`src/rtl/eoi_trk_pkg.sv`:
```
package eoi_trk_pkg;

  // One-hot-ish set of actions the control hands to the datapath each cycle.
  typedef struct packed {
    logic clearAll;   // empty bitmap and counter
    logic markError;  // an underflow was seen, set the sticky error
    logic loadDlv;    // capture a delivery
    logic ackApply;   // apply one acknowledge
    logic stepApply;  // apply one resynchronisation step
  } trkStrobes_t;

  typedef enum logic [0:0] {
    ST_IDLE = 1'b0,
    ST_WALK = 1'b1
  } trkState_e;

endpackage

```
`src/rtl/eoi_trk_ctl.sv`:
```
module eoi_trk_ctl
  import eoi_trk_pkg::*;
#(
  parameter int NUM_DEST = 8,
  parameter int IDX_W    = 3
) (
  input  logic             clk,
  input  logic             rstN,
  input  logic             trkClear,
  input  logic             dlvValid,
  input  logic             ackValid,
  input  logic             syncValid,
  input  logic [IDX_W-1:0] syncId,
  input  logic             cntZero,
  input  logic             ackUnderflow,
  input  logic             stepUnderflow,
  output trkStrobes_t      strb,
  output logic [IDX_W-1:0] stepIdx,
  output logic             busy
);

  localparam logic [IDX_W-1:0] LAST_IDX = IDX_W'(NUM_DEST - 1);

  trkState_e        state;
  logic [IDX_W-1:0] walkIdx;

  assign busy    = (state == ST_WALK);
  assign stepIdx = busy ? walkIdx : syncId;

  // Priority: clear, walk step, delivery, acknowledge, sync.
  always_comb begin
    strb = '0;
    if (trkClear) begin
      strb.clearAll = 1'b1;
    end else if (busy) begin
      strb.stepApply = 1'b1;
    end else if (dlvValid && cntZero) begin
      strb.loadDlv = 1'b1;
    end else if (ackValid) begin
      if (ackUnderflow) begin
        strb.clearAll  = 1'b1;
        strb.markError = 1'b1;
      end else begin
        strb.ackApply = 1'b1;
      end
    end else if (syncValid) begin
      if (stepUnderflow) begin
        strb.clearAll  = 1'b1;
        strb.markError = 1'b1;
      end else begin
        strb.stepApply = 1'b1;
      end
    end
  end

  always_ff @(posedge clk or negedge rstN) begin
    if (!rstN) begin
      state   <= ST_IDLE;
      walkIdx <= '0;
    end else if (trkClear) begin
      state   <= ST_IDLE;
      walkIdx <= '0;
    end else if (busy) begin
      if (walkIdx == LAST_IDX) begin
        state   <= ST_IDLE;
        walkIdx <= '0;
      end else begin
        walkIdx <= walkIdx + 1'b1;
      end
    end else if (strb.markError) begin
      state   <= ST_WALK;
      walkIdx <= '0;
    end
  end


  walk_blocks_events_chk: assert property (@(posedge clk) disable iff (!rstN)
    busy |-> !(strb.loadDlv || strb.ackApply));


  error_starts_walk_chk: assert property (@(posedge clk) disable iff (!rstN)
    strb.markError |=> busy);


  walk_ends_on_last_chk: assert property (@(posedge clk) disable iff (!rstN)
    ($fell(busy) && !$past(trkClear)) |-> ($past(walkIdx) == LAST_IDX));

endmodule

```
`src/rtl/eoi_trk_dp.sv`:
```
module eoi_trk_dp
  import eoi_trk_pkg::*;
#(
  parameter int NUM_DEST = 8,
  parameter int IDX_W    = 3,
  parameter int CNT_W    = 4
) (
  input  logic                clk,
  input  logic                rstN,
  input  trkStrobes_t         strb,
  input  logic                dlvOk,
  input  logic [NUM_DEST-1:0] dlvMask,
  input  logic [IDX_W-1:0]    ackId,
  input  logic [IDX_W-1:0]    stepIdx,
  input  logic [NUM_DEST-1:0] pendStatus,
  input  logic [NUM_DEST-1:0] destMatch,
  output logic [CNT_W-1:0]    owedCount,
  output logic [NUM_DEST-1:0] outMap,
  output logic                errSticky,
  output logic                cntZero,
  output logic                ackUnderflow,
  output logic                stepUnderflow
);

  logic [CNT_W-1:0]    maskCount;
  logic                stepSet;
  logic                stepClr;
  logic [NUM_DEST-1:0] mapNext;
  logic [CNT_W-1:0]    cntNext;
  logic                errNext;

  // Population count of the delivery mask.
  always_comb begin
    maskCount = '0;
    for (int i = 0; i < NUM_DEST; i++) begin
      maskCount = maskCount + CNT_W'(dlvMask[i]);
    end
  end

  assign cntZero       = (owedCount == '0);
  assign ackUnderflow  = outMap[ackId] && cntZero;
  assign stepSet       = destMatch[stepIdx] && pendStatus[stepIdx] && !outMap[stepIdx];
  assign stepClr       = destMatch[stepIdx] && !pendStatus[stepIdx] && outMap[stepIdx];
  assign stepUnderflow = stepClr && cntZero;

  always_comb begin
    mapNext = outMap;
    cntNext = owedCount;
    errNext = errSticky;
    if (strb.clearAll) begin
      mapNext = '0;
      cntNext = '0;
      errNext = strb.markError;
    end else if (strb.loadDlv) begin
      mapNext = dlvMask;
      cntNext = dlvOk ? maskCount : '0;
    end else if (strb.ackApply) begin
      if (outMap[ackId]) begin
        mapNext[ackId] = 1'b0;
        cntNext        = owedCount - 1'b1;
      end
    end else if (strb.stepApply) begin
      if (stepSet) begin
        mapNext[stepIdx] = 1'b1;
        cntNext          = owedCount + 1'b1;
      end else if (stepClr) begin
        mapNext[stepIdx] = 1'b0;
        cntNext          = owedCount - 1'b1;
      end
    end
  end

  always_ff @(posedge clk or negedge rstN) begin
    if (!rstN) begin
      outMap    <= '0;
      owedCount <= '0;
      errSticky <= 1'b0;
    end else begin
      outMap    <= mapNext;
      owedCount <= cntNext;
      errSticky <= errNext;
    end
  end


  count_bound_chk: assert property (@(posedge clk) disable iff (!rstN)
    owedCount <= CNT_W'(NUM_DEST));


  ack_dec_chk: assert property (@(posedge clk) disable iff (!rstN)
    (strb.ackApply && outMap[ackId] && !cntZero) |=> (owedCount == $past(owedCount) - 1'b1));


  ack_miss_chk: assert property (@(posedge clk) disable iff (!rstN)
    (strb.ackApply && !outMap[ackId]) |=> ($stable(owedCount) && $stable(outMap)));


  clear_empty_chk: assert property (@(posedge clk) disable iff (!rstN)
    strb.clearAll |=> (owedCount == '0 && outMap == '0));


  under_err_chk: assert property (@(posedge clk) disable iff (!rstN)
    strb.markError |=> errSticky);


  step_inc_chk: assert property (@(posedge clk) disable iff (!rstN)
    (strb.stepApply && stepSet) |=> (owedCount == $past(owedCount) + 1'b1));

endmodule

```
`src/rtl/eoi_coalesce_tracker.sv`:
```
module eoi_coalesce_tracker
  import eoi_trk_pkg::*;
#(
  parameter int  NUM_DEST = 8,
  localparam int IDX_W    = $clog2(NUM_DEST),
  localparam int CNT_W    = $clog2(NUM_DEST + 1)
) (
  input  logic                clk,
  input  logic                rstN,
  input  logic                trkClear,
  input  logic                queryEdge,
  input  logic                dlvValid,
  input  logic                dlvOk,
  input  logic [NUM_DEST-1:0] dlvMask,
  input  logic                ackValid,
  input  logic [IDX_W-1:0]    ackId,
  input  logic                syncValid,
  input  logic [IDX_W-1:0]    syncId,
  input  logic [NUM_DEST-1:0] pendStatus,
  input  logic [NUM_DEST-1:0] destMatch,
  output logic                coalesced,
  output logic                rebuilding,
  output logic                errSticky,
  output logic [CNT_W-1:0]    owedCount,
  output logic [NUM_DEST-1:0] outMap
);

  trkStrobes_t      strb;
  logic [IDX_W-1:0] stepIdx;
  logic             cntZero;
  logic             ackUnderflow;
  logic             stepUnderflow;

  eoi_trk_ctl #(.NUM_DEST(NUM_DEST), .IDX_W(IDX_W)) u_ctl (
    .clk          (clk),
    .rstN         (rstN),
    .trkClear     (trkClear),
    .dlvValid     (dlvValid),
    .ackValid     (ackValid),
    .syncValid    (syncValid),
    .syncId       (syncId),
    .cntZero      (cntZero),
    .ackUnderflow (ackUnderflow),
    .stepUnderflow(stepUnderflow),
    .strb         (strb),
    .stepIdx      (stepIdx),
    .busy         (rebuilding)
  );

  eoi_trk_dp #(.NUM_DEST(NUM_DEST), .IDX_W(IDX_W), .CNT_W(CNT_W)) u_dp (
    .clk          (clk),
    .rstN         (rstN),
    .strb         (strb),
    .dlvOk        (dlvOk),
    .dlvMask      (dlvMask),
    .ackId        (ackId),
    .stepIdx      (stepIdx),
    .pendStatus   (pendStatus),
    .destMatch    (destMatch),
    .owedCount    (owedCount),
    .outMap       (outMap),
    .errSticky    (errSticky),
    .cntZero      (cntZero),
    .ackUnderflow (ackUnderflow),
    .stepUnderflow(stepUnderflow)
  );

  assign coalesced = queryEdge && (!cntZero || rebuilding);


  coalesce_flag_chk: assert property (@(posedge clk) disable iff (!rstN)
    (queryEdge && owedCount != '0) |-> coalesced);

endmodule

```
`config.mk`:
```
export PLATFORM = sky130hd
export DESIGN_NAME = eoi_coalesce_tracker
export DESIGN_NICKNAME = d
export VERILOG_FILES = /design/src/rtl/eoi_trk_pkg.sv /design/src/rtl/eoi_trk_ctl.sv /design/src/rtl/eoi_trk_dp.sv /design/src/rtl/eoi_coalesce_tracker.sv
export SDC_FILE = /design/constraint.sdc
export NUM_CORES = 1
export LEC_CHECK = 0
export CAP_MARGIN = 20
export CORE_UTILIZATION = 45
export DETAILED_ROUTE_END_ITERATION = 8
export PLACE_DENSITY = 0.84
export REMOVE_ABC_BUFFERS = 1
export SLEW_MARGIN = 20
export SYNTH_ARGS = -nofsm -noshare
export SYNTH_HDL_FRONTEND = slang
export SYNTH_HIERARCHICAL = 1
export SYNTH_SLANG_ARGS = --single-unit
```
`constraint.sdc`:
```
create_clock -name clk -period 3.8 [get_ports clk]
set_clock_uncertainty 0.05 [all_clocks]
set_input_delay 0.38 -clock clk [delete_from_list [all_inputs] [get_ports clk]]
set_output_delay 0.38 -clock clk [all_outputs]
set_load 0.02 [all_outputs]
```
# ---- After elaboration in Yosys (flattened, before gate mapping)
# Cells that the tools add are included.
dict set report totals {
  elab_cells 97
  register_bits 17
  output_inout_bits 15
}
dict set report op_classes {
  bitwise 5
  order_cmp 4
  muxes 52
  add_sub_neg 10
  n_reduce_logical 19
  n_eq_ne 2
}
# operator count
set op_table {}
lappend op_table {{8-bit 2-to-1 mux} 7}
lappend op_table {{4-bit 2-to-1 mux} 10}
lappend op_table {{4-bit by 1-bit adder with 4-bit output} 6}
lappend op_table {{1-bit 2-to-1 mux} 18}
lappend op_table {{8-bit bitwise AND} 2}
lappend op_table {{8-bit inverter} 2}
lappend op_table {{3-bit 2-to-1 mux} 5}
lappend op_table {{1-bit binary-select mux with 3-bit select} 4}
lappend op_table {{2-bit 2-to-1 mux} 6}
lappend op_table {{1-bit logical AND} 10}
lappend op_table {{3-bit by 4-bit less-than comparator with 1-bit output (second input constant)} 2}
lappend op_table {{8-bit bitwise OR} 1}
lappend op_table {{1-bit demux with 3-bit select} 2}
lappend op_table {{3-bit by 1-bit greater-or-equal comparator with 1-bit output (second input constant)} 2}
lappend op_table {{5-bit nonzero test} 1}
lappend op_table {{4-bit by 1-bit adder with 4-bit output (second input constant)} 1}
lappend op_table {{4-bit logical NOT} 1}
lappend op_table {{4-bit by 1-bit != test with 1-bit output (second input constant)} 1}
lappend op_table {{4-bit nonzero test} 1}
lappend op_table {{4-bit by 1-bit subtractor with 4-bit output (second input constant)} 1}
lappend op_table {{3-bit by 1-bit adder with 3-bit output (second input constant)} 1}
lappend op_table {{3-bit equality test (second input constant)} 1}
lappend op_table {{1-bit logical NOT} 3}
lappend op_table {{3-bit AND reduction} 1}
lappend op_table {{3 further kinds} 3}

# ---- Depth between registers and ports, before layout
dict set report depth {
  depth_word 17
  ltp_mapped 17
}

# ---- Hierarchy
# Netlist, hierarchy kept.
# module cells_each area_per_inst_um2 seq_area_each_um2 n_inst
set modules_own_cells {}
lappend modules_own_cells {eoi_trk_dp 200 1651.6 325.3 1}
lappend modules_own_cells {eoi_trk_ctl 32 309.0 100.1 1}
lappend modules_own_cells {eoi_coalesce_tracker 2 11.3 0.0 1}

# ---- Worst setup path before layout
# Ideal clock, no wire load.
dict set report synth_timing {
  kind {reg2reg}
  startpoint {register u_ctl.state, in the netlist u_ctl/busy}
  endpoint {register u_dp.errSticky}
  setup_slack_ns 0.123
  path_stages_with_launch 15
  path_buffers 5
  arrival_ns 3.502
  synth_period_minus_slack_ns 3.677
  cell_sequence {dfrtp_1 > buf_2 > mux2_2 > buf_2 > and2_1 > clkbuf_1 > a31oi_1 > nand4_1 > nor3_1 > a21oi_1 > a221o_2 > o21bai_1 > clkbuf_1 > clkbuf_1 > mux2_2}
}
# item line
set synth_rtl {}
lappend synth_rtl {{start, declared} eoi_trk_ctl.sv:24} ;# trkState_e state;
lappend synth_rtl {{start signal, assigned} eoi_trk_ctl.sv:58} ;# state <= ST_IDLE;
lappend synth_rtl {{start signal, assigned} eoi_trk_ctl.sv:61} ;# state <= ST_IDLE;
lappend synth_rtl {{start signal, assigned} eoi_trk_ctl.sv:65} ;# state <= ST_IDLE;
lappend synth_rtl {{end signal, assigned} eoi_trk_dp.sv:81} ;# errSticky <= errNext;
lappend synth_rtl {{end, declared} eoi_trk_dp.sv:19} ;# output logic errSticky,

# ---- Final worst setup path
dict set report layout_timing {
  startpoint {input port dlvMask[1]}
  endpoint {register u_dp.owedCount[2]}
}
dict set report layout_between {
  elab_chain_len 10
}
# item line
set layout_rtl {}
lappend layout_rtl {{start, declared} eoi_coalesce_tracker.sv:14} ;# input logic [NUM_DEST-1:0] dlvMask,
lappend layout_rtl {{1-bit by 1-bit adder with 2-bit output} eoi_trk_dp.sv:36} ;# maskCount = maskCount + CNT_W'(dlvMask[i]);
lappend layout_rtl {{4-bit by 1-bit adder with 4-bit output (6 in a row)} eoi_trk_dp.sv:36}
lappend layout_rtl {{4-bit 2-to-1 mux} eoi_trk_dp.sv:56} ;# cntNext = dlvOk ? maskCount : '0;
lappend layout_rtl {{4-bit 2-to-1 mux} eoi_trk_dp.sv:54} ;# end else if (strb.loadDlv) begin
lappend layout_rtl {{4-bit 2-to-1 mux} eoi_trk_dp.sv:50} ;# if (strb.clearAll) begin
lappend layout_rtl {{end signal, assigned} eoi_trk_dp.sv:80} ;# owedCount <= cntNext;
lappend layout_rtl {{end, declared} eoi_trk_dp.sv:17} ;# output logic [CNT_W-1:0] owedCount,
# No other way between the ends.
# A chain may end at the register's enable or synchronous reset.

==> impl_metrics.json <==
{
  "cts_tree": "done",
  "ys_top_cells_by_count": "inv_1, a21oi_1, dfrtp_1",
  "crit_path_max_incr_delay_ns": 0.52,
  "p_leak_nw": 1.078,
  "synth.most_common_cell": "inv_1",
  "hold_viol": 0,
  "clk_pin_slew_ns": 0.08,
  "finalWirelength_mm": 5.508,
  "yosysSeqAreaShare": 0.2157,
  "vias_per_cell": 6.039,
  "fmax_mhz": 275.6,
  "cts.sinks": 17,
  "period_share": 0.9547,
  "setup_viol": 0,
  "root_buffer": "clkbuf_8",
  "critPathKind": "input port to flop",
  "crit_start": "dlvMask[1]",
  "cts_buffer_depth": 2,
  "r2r-end": "u_dp/outMap[7]$_DFFE_PN0P_",
  "vias": 2023,
  "hpwl_mm": 4.134,
  "synth_area_mm2": 0.001972,
  "first_pass_iters": 4,
  "synthDistinctLibCells": 59,
  "antennaDiodeCount": 0,
  "min_period_ns": 3.628,
  "synthFlopType": "dfrtp_1",
  "required_ns": 3.94,
  "synth_largest_area_cell": "dfrtp_1",
  "ys_ff_latch": 17,
  "first_iter_violations": 174,
  "synth_edf_count": 0,
  "place_area_mm2": 0.002569,
  "worstPathArrival_ns": 3.77,
  "synth_top_area_share": 0.2157,
  "r2r_setup_slack_ns": 0.36,
  "critPathLaunchType": "input port",
  "worst-path-max-fanout": 2,
  "r2r_start": "u_ctl/busy$_DFF_PN0_",
  "power_density_mw_per_mm2": 472.2,
  "fin_area_mm2": 0.002620,
  "grt_max_degree": 25,
  "syn_area_per_cell_um2": 8.427,
  "ir_drop_uv": 218.9,
  "fin_tns_setup_ns": 0,
  "finalMaxSlewViolations": 0,
  "core_area_mm2": 0.004115,
  "start_util": 0.4792,
  "drtAntennaViolNets": 0,
  "crit_chain": "clkdlybuf4s50_1 -> fa_1 -> inv_1 -> fa_1 -> fa_1 -> inv_1 -> ha_1 -> inv_1 -> fa_2 -> xnor2_1 -> nand2_1 -> a211o_1 -> a21oi_1 -> o21ai_0 -> o21ai_1",
  "antenna_found_initial": 0,
  "synth_cells": 234,
  "route.detailed.drc": 0,
  "htree_levels": 1,
  "relSlewSlack": 0.4438,
  "crit_end": "u_dp/owedCount[2]$_DFFE_PN0P_",
  "die_h_um": 68.20,
  "grt_pass1_wl_mm": 8.928,
  "drive_gt1_frac": 0.1439,
  "critical_path_depth": 15,
  "port_buffers": 52,
  "rows": 23,
  "slowest_stage": "fa_1",
  "path_buf_inv": 4,
  "wire_per_inst_um": 16.44,
  "ys_top_cells_by_area": "dfrtp_1, inv_1, mux4_2, ha_1, a21oi_1",
  "track_usage": 0.2564,
  "grt_setup_unrepaired": "false",
  "maxCapViolCount": 0,
  "area_growth_pct": 32.87,
  "hold_class": "flop to flop",
  "reg2regPathDepth": 13,
  "final_nets": 335,
  "status": "complete, no violations",
  "yosysWarnings": 6,
  "gr-total-overflow": 0,
  "place_congestion": 0.8765,
  "worst_pin_slew_ns": 0.8317,
  "cts_buffers": 3,
  "synthArstFlopShare": 1.000,
  "clock_latency_ns": 0.26,
  "grt_pass1_vias": 2008,
  "dieArea_mm2": 0.004651,
  "post-cts-setup-buffers": 0,
  "crit_path_end_kind": "flop",
  "fin_util": 0.6367,
  "num_io_pins": 53,
  "die_w_um": 68.20,
  "crit_family": "adder cells"
}
-- how the worst min path moves through the flow --
stage | slack (ns) | start | endpoint | cells past startpoint
finish | 0.48 | u_dp/errSticky$_DFFE_PN0P_ | u_dp/errSticky$_DFFE_PN0P_ | 1
global route | 0.51 | u_dp/errSticky$_DFFE_PN0P_ | u_dp/errSticky$_DFFE_PN0P_ | 1
floorplan | 0.03 | rstN | u_ctl/busy$_DFF_PN0_ | 0
CTS | 0.48 | u_dp/errSticky$_DFFE_PN0P_ | u_dp/errSticky$_DFFE_PN0P_ | 1
detailed placement | 0.47 | u_dp/errSticky$_DFFE_PN0P_ | u_dp/errSticky$_DFFE_PN0P_ | 1
global placement | 0.45 | u_dp/errSticky$_DFFE_PN0P_ | u_dp/errSticky$_DFFE_PN0P_ | 1
-- flip-flops by register name, indices dropped and copies added (netlist names) --
name,flops
u_dp/errSticky,1
u_ctl/busy,1
u_ctl/walkIdx,3
u_dp/outMap,8
u_dp/owedCount,4
-- timing repair --
item / 4_1_cts / 5_1_grt
gates resized for setup: 0 / 2
hold endpoints to repair: 0 / 0
hold buffers: 0 / 0
setup endpoints to repair: 0 / 1
-- through the flow --
step           total power (W)  setup WS, ns  std cells  hold WS [ns]
2_1_floorplan        0.0007837       -0.1596        216       0.03441
4_1_cts               0.001232        0.1251        335        0.4848
6_report              0.001237        0.1721        335        0.4758
3_5_place_dp          0.001083       -0.1511        331        0.4675
5_1_grt               0.001335       0.05165        335        0.5111
3_3_place_gp          0.001059      -0.04488        331        0.4533
-- report_power, final --
part / switching [W] / internal, W / total, W / leakage [nW]
combinational: 0.000415 / 0.000376 / 0.000791 / 0.823
sequential: 0.0000743 / 0.000227 / 0.000301 / 0.230
clock: 0.0000725 / 0.0000731 / 0.000146 / 0.0255
-- logic make-up (layout without fill, tap and decap cells) --
logic type                 Yosys count  after routing  synth area share
muxes                               14             14            0.1015
buffers and inverters               42             93           0.09074
AOI/OAI and AO/OA                   81             81            0.3103
adders and majority gates           11             11           0.08502
xor gates and xnor gates             4              4           0.01776
DFF                                 17             17            0.2157
and+or+nand+nor                     65             65            0.1789
-- final cells by class --
type                    instances  area (um2)
clock buffers                   3       41.29
clock inverters                 1       5.005
fillers                       375        1495
inverters                      24       90.09
multi-input cells             175        1375
flip-flops and latches         17       425.4
well taps                      50       62.56
repair buffers                 65       620.6
-- layout by cell type, fill, tap and decap left out, drive strengths merged, types with 3 or more instances in the layout --
| cell | instances |
|---|---|
| buf | 13 |
| inv | 24 |
| a21o | 4 |
| mux4 | 4 |
| ha | 7 |
| dfrtp | 17 |
| a22o | 6 |
| mux2 | 5 |
| a21oi | 17 |
| fa | 4 |
| xnor2 | 4 |
| a31oi | 9 |
| a311oi | 4 |
| o21ai | 10 |
| clkdlybuf4s50 | 51 |
| a21boi | 3 |
| nand2 | 10 |
| a211o | 3 |
| nor2 | 15 |
| mux2i | 5 |
| nand2b | 5 |
| o31ai | 4 |
| clkbuf | 3 |
| nor3 | 11 |
| nand3b | 6 |
-- per-layer routing --
| layer | GRT usage | routed length (um) |
|---|---|---|
| met4 | 0.1328 | 67 |
| met5 | 0 | 0 |
| met2 | 0.4154 | 2620 |
| met3 | 0.04500 | 424 |
| met1 | 0.3225 | 2396 |
Note: power is estimated with default switching activity, not from simulation.
